$ cat src/rtl/regfile_pkg.sv
package regfile_pkg;
  parameter int unsigned DEF_NUM_REGS = 32;
  parameter int unsigned DEF_DATA_W   = 32;

  // Index of the hard-wired zero register.
  parameter int unsigned ZERO_REG_IDX = 0;
endpackage

$ cat src/rtl/regfile_wr_decode.sv
module regfile_wr_decode #(
  parameter int unsigned NUM_REGS = regfile_pkg::DEF_NUM_REGS,
  parameter int unsigned ADDR_W   = $clog2(NUM_REGS)
) (
  input  logic                wr_en,
  input  logic [ADDR_W-1:0]   wr_idx,
  output logic [NUM_REGS-1:0] word_load
);
  always_comb begin
    word_load = '0;
    for (int i = 0; i < NUM_REGS; i++) begin
      if (i != int'(regfile_pkg::ZERO_REG_IDX)) begin
        word_load[i] = wr_en && (wr_idx == ADDR_W'(i));
      end
    end
  end

  // At most one word may load per edge.
  always_comb begin
    AST_LOAD_ONEHOT: assert ($onehot0(word_load));
  end
endmodule

$ cat src/rtl/regfile_word.sv
module regfile_word #(
  parameter int unsigned DATA_W = regfile_pkg::DEF_DATA_W
) (
  input  logic              clk,
  input  logic              rst_n,
  input  logic              load,
  input  logic [DATA_W-1:0] d,
  output logic [DATA_W-1:0] q
);
  logic [DATA_W-1:0] q_nxt;

  always_comb begin
    q_nxt = q;
    if (load) begin
      q_nxt = d;
    end
  end

  always_ff @(negedge clk or negedge rst_n) begin
    if (!rst_n) begin
      q <= '0;
    end else begin
      q <= q_nxt;
    end
  end

  AST_WORD_LOADS: assert property (@(negedge clk) disable iff (!rst_n)
    load |=> (q == $past(d)));
  AST_WORD_HOLDS: assert property (@(negedge clk) disable iff (!rst_n)
    !load |=> $stable(q));
endmodule

$ cat src/rtl/regfile_read_port.sv
module regfile_read_port #(
  parameter int unsigned NUM_REGS = regfile_pkg::DEF_NUM_REGS,
  parameter int unsigned DATA_W   = regfile_pkg::DEF_DATA_W,
  parameter int unsigned ADDR_W   = $clog2(NUM_REGS)
) (
  input  logic [NUM_REGS-1:0][DATA_W-1:0] words,
  input  logic [ADDR_W-1:0]               idx,
  output logic [DATA_W-1:0]               data
);
  always_comb begin
    data = '0;
    for (int i = 0; i < NUM_REGS; i++) begin
      if (idx == ADDR_W'(i)) begin
        data = words[i];
      end
    end
  end
endmodule

$ cat src/rtl/dual_read_regfile.sv
module dual_read_regfile #(
  parameter int unsigned NUM_REGS = regfile_pkg::DEF_NUM_REGS,
  parameter int unsigned DATA_W   = regfile_pkg::DEF_DATA_W,
  localparam int unsigned ADDR_W  = $clog2(NUM_REGS)
) (
  input  logic              clk,
  input  logic              rst_n,
  input  logic [ADDR_W-1:0] rd_idx_a,
  output logic [DATA_W-1:0] rd_data_a,
  input  logic [ADDR_W-1:0] rd_idx_b,
  output logic [DATA_W-1:0] rd_data_b,
  input  logic              wr_en,
  input  logic [ADDR_W-1:0] wr_idx,
  input  logic [DATA_W-1:0] wr_data
);
  logic [NUM_REGS-1:0]             word_load;
  logic [NUM_REGS-1:0][DATA_W-1:0] word_q;

  regfile_wr_decode #(
    .NUM_REGS (NUM_REGS),
    .ADDR_W   (ADDR_W)
  ) u_decode (
    .wr_en     (wr_en),
    .wr_idx    (wr_idx),
    .word_load (word_load)
  );

  generate
    for (genvar g = 0; g < NUM_REGS; g++) begin : g_word
      if (g == int'(regfile_pkg::ZERO_REG_IDX)) begin : g_zero
        assign word_q[g] = '0;
      end else begin : g_store
        regfile_word #(
          .DATA_W (DATA_W)
        ) u_word (
          .clk   (clk),
          .rst_n (rst_n),
          .load  (word_load[g]),
          .d     (wr_data),
          .q     (word_q[g])
        );
      end
    end
  endgenerate

  regfile_read_port #(
    .NUM_REGS (NUM_REGS),
    .DATA_W   (DATA_W),
    .ADDR_W   (ADDR_W)
  ) u_port_a (
    .words (word_q),
    .idx   (rd_idx_a),
    .data  (rd_data_a)
  );

  regfile_read_port #(
    .NUM_REGS (NUM_REGS),
    .DATA_W   (DATA_W),
    .ADDR_W   (ADDR_W)
  ) u_port_b (
    .words (word_q),
    .idx   (rd_idx_b),
    .data  (rd_data_b)
  );

  AST_ZERO_ON_A: assert property (@(posedge clk) disable iff (!rst_n)
    (rd_idx_a == '0) |-> (rd_data_a == '0));
  AST_ZERO_ON_B: assert property (@(posedge clk) disable iff (!rst_n)
    (rd_idx_b == '0) |-> (rd_data_b == '0));
  AST_PORTS_AGREE: assert property (@(posedge clk) disable iff (!rst_n)
    (rd_idx_a == rd_idx_b) |-> (rd_data_a == rd_data_b));
  AST_WRITE_VISIBLE: assert property (@(negedge clk) disable iff (!rst_n)
    (wr_en && (wr_idx != '0) && $stable(rd_idx_a) && (rd_idx_a == wr_idx))
      |=> (rd_data_a == $past(wr_data)));
endmodule

$ cat config.mk
export PLATFORM = sky130hd
export DESIGN_NAME = dual_read_regfile
export DESIGN_NICKNAME = d
export VERILOG_FILES = /design/src/rtl/regfile_pkg.sv /design/src/rtl/regfile_wr_decode.sv /design/src/rtl/regfile_word.sv /design/src/rtl/regfile_read_port.sv /design/src/rtl/dual_read_regfile.sv
export SDC_FILE = /design/constraint.sdc
export NUM_CORES = 2
export LEC_CHECK = 0
export BUFFER_PORTS_ARGS = -buffer_cell sky130_fd_sc_hd__buf_2
export CAP_MARGIN = 10
export CELL_PAD_IN_SITES_DETAIL_PLACEMENT = 1
export CELL_PAD_IN_SITES_GLOBAL_PLACEMENT = 2
export CORE_AREA = 2 2 300 524
export CTS_BUF_LIST = sky130_fd_sc_hd__clkbuf_16
export DETAILED_ROUTE_END_ITERATION = 10
export DIE_AREA = 0 0 302 526
export GPL_ROUTABILITY_DRIVEN = 0
export GPL_TIMING_DRIVEN = 0
export PLACE_DENSITY = 0.75
export SKIP_CTS_REPAIR_TIMING = 1
export SLEW_MARGIN = 5
export SYNTH_ARGS = -nofsm -noshare
export SYNTH_HDL_FRONTEND = slang
export SYNTH_HIERARCHICAL = 1
export SYNTH_SLANG_ARGS = --single-unit
$ cat constraint.sdc
create_clock -name clk -period 3.3 [get_ports clk]
set_clock_uncertainty 0.15 [all_clocks]
set_input_delay 0.33 -clock clk [delete_from_list [all_inputs] [get_ports clk]]
set_output_delay 0.33 -clock clk [all_outputs]
set_load 0.005 [all_outputs]
---- Word-level counts from Yosys, hierarchy flattened ----
Index checks and enable logic that the tools add are counted.
cells by class
  equal/unequal tests ..................... 93
  mux-type cells .......................... 62
  reductions and logical operators ........ 31
operators with widths
  operator              number
  $mux W32              62
  $eq A5 B5 Y1 const B  48
  $eq A5 B4 Y1 const B  24
  $eq A5 B3 Y1 const B  12
  $logic_and A1 B1 Y1   31
  $eq A5 B2 Y1 const B  6
  $eq A5 B1 Y1 const B  3
word-level totals
  register bits after elaboration ......... 992
  word-level logic and storage cells ...... 217

---- Depth between registers and ports, before layout ----
  depth after elaboration ................. 32
  mapped depth ............................ 12
  depth with buffers taken out ............ 7

---- Hierarchy ----
Netlist, hierarchy kept.
modules (own cells, without submodules)
  module             instances  cells an instance  area an instance (um^2)  sequential area each (um^2)
  regfile_word       31         68                 1345.0                   800.8
  regfile_read_port  2          1548               9705.6                   0.0
  regfile_wr_decode  1          48                 237.7                    0.0
  dual_read_regfile  1          1                  3.8                      0.0

==> results.sh <==
export IMPL_max_cap_violations=4
export IMPL_setup_viol=191
export IMPL_grt_setup_unrepaired="yes"
export IMPL_htree_num_levels=3
export IMPL_multiInputGateArea_um2=35900
export IMPL_cts_sinks=992
export IMPL_drt_initial_drc_count=6535
export IMPL_worstPathArrival_ns=4.91
export IMPL_irDropWorstVdd_uv=510
export IMPL_avgRoutedWirePerCell_um=44.4
export IMPL_grt_pass1_vias=54300
export IMPL_dp_hpwl_mm=245
export IMPL_layout_setup_ws_ns=-2.09
export IMPL_dieArea_um2=159000
export IMPL_power_mw=39.2
export IMPL_final_cell_mix="dfrtn_1, mux2_4, nor2_1, o21ai_0, a21oi_1"
export IMPL_dr_pass1_iters=9
export IMPL_grt_first_pass_wirelength_mm=462
export IMPL_ys_warn_count=6
export IMPL_vias=53400
export IMPL_final_common_cell="dfrtn_1"
export IMPL_worstMarginPinSlew_ns=1.64
export IMPL_path_class="reg2out"
export IMPL_root_buffer="clkbuf_16"
export IMPL_core_area_um2=155000
export IMPL_clk_latency_ns=0.70
export IMPL_relSlewSlack=-0.0921
export IMPL_grt_max_degree=154
export IMPL_holdWs_ns=0.326
export IMPL_drc=0
export IMPL_avgSynthCellArea_um2=11.7
export IMPL_stdcell_count=7701
export IMPL_finalHoldViolations=0
export IMPL_antenna_found_initial=23
export IMPL_drive_gt1_frac=0.379
export IMPL_syn_to_final_growth_pct=17.3
export IMPL_ant_nets=0
export IMPL_drv_slew=33
export IMPL_die_x_um=302
export IMPL_timing_critical_path_to_type="output pin"
export IMPL_p_leak_nw=30.0
export IMPL_seq_area_um2=24800
export IMPL_cts_max_path_buffers=3
export IMPL_largest_reg_flops=992
export IMPL_top_regs="g_word.g_store.u_word/q x992"
export IMPL_clk_pin_slew_worst_paths_ns=0.05
export IMPL_synthesis_area_um2=61300
export IMPL_viasPerCell=6.93
export IMPL_io_buffers=111
export IMPL_cp_required_ns=2.82
export IMPL_cts_inserted_buffers=101
export IMPL_violations="max-capacitance violations, max-slew violations, negative setup slack"
export IMPL_startpoint_type="flop"
export IMPL_hp_class="reg2reg"
export IMPL_design_area_um2=71900
export IMPL_dpl_cell_area_um2=65300
export IMPL_start_util=0.397
export IMPL_gr_total_overflow=0
export IMPL_grt_total_usage=0.422
export IMPL_cp_max_fo=5
export IMPL_io_pins=114
export IMPL_cts_tree="done"
export IMPL_nNetsFinal=5621
export IMPL_nFillCells=16200
export IMPL_syn_inst=5251
export IMPL_largest_register="g_word.g_store.u_word/q"
export IMPL_wl_mm=342
export IMPL_die_h_um=526
export IMPL_outcome="finished with violations"
export IMPL_rows=191
export IMPL_dp_cells=7462
export IMPL_power_per_cell_area_nw_per_um2=545
## area by class of cell
class / instances / share of cell area
Clock inverter: 87 / 0.0119
Timing Repair Buffer: 154 / 0.0179
Multi-Input combinational cell: 3815 / 0.499
Sequential cell: 992 / 0.345
Antenna cell: 18 / 0.000626
Inverter: 22 / 0.00115
Tap cell: 2026 / 0.0352
Clock buffer: 102 / 0.0355
Buffer: 485 / 0.0541
## final timing paths
| check | start | slack, ns | endpoint | cells after the start |
|---|---|---|---|---|
| max in group asynchronous | rst_n | 0.16 | g_word[11].g_store.u_word/q[18]$_DFFE_NN0P_ | 5 |
| worst max-delay path | g_word[3].g_store.u_word/q[27]$_DFFE_NN0P_ | -2.09 | rd_data_b[27] | 8 |
| worst min register to register | g_word[25].g_store.u_word/q[18]$_DFFE_NN0P_ | 0.33 | g_word[25].g_store.u_word/q[18]$_DFFE_NN0P_ | 1 |
| worst max register to register | g_word[4].g_store.u_word/q[2]$_DFFE_NN0P_ | 2.21 | g_word[4].g_store.u_word/q[2]$_DFFE_NN0P_ | 2 |
| min in group asynchronous | rst_n | 0.92 | g_word[30].g_store.u_word/q[13]$_DFFE_NN0P_ | 1 |
| worst min-delay path | g_word[25].g_store.u_word/q[18]$_DFFE_NN0P_ | 0.33 | g_word[25].g_store.u_word/q[18]$_DFFE_NN0P_ | 1 |
## metal layers
layer | up-vias | wire (um) | global-route usage | part of all wire
met2 | 3777 | 151000 | 0.645 | 0.44
met3 | 1572 | 32900 | 0.127 | 0.096
met4 | 8 | 40200 | 0.382 | 0.12
met1 | 27500 | 118000 | 0.472 | 0.35
met5 | - | 59 | 0 | 0.00017
li1 | 20600 | - | - | -
## per-stage QoR
| stage | utilization | setup TNS, ns | setup WS, ns |
|---|---|---|---|
| final | 0.465 | -103.50 | -2.09 |
| after global routing | 0.465 | -104.04 | -2.02 |
| after CTS | 0.444 | -312.54 | -2.34 |
| after detailed placement | 0.422 | -1272.88 | -2.29 |
| after global placement | 0.420 | - | -21.99 |
| after floorplan | - | -46.26 | -0.512 |
## critical path, cell delays in order, from the launching register on
cell and delay, ns:
dfrtn_1 0.54, or3b_4 0.43, a21oi_4 0.14, o221ai_2 0.12, a21oi_2 0.26, o211ai_1 0.22, a221oi_2 0.49, o22a_1 0.24
buf_2 0.13
## report_power, final
group | switching (mW) | internal [mW] | leakage (nW)
combinational | 4.67 | 4.90 | 15.7
sequential | 2.31 | 14.8 | 12.7
clock | 5.80 | 6.76 | 1.70
Note: power is estimated with default switching activity, not from simulation.
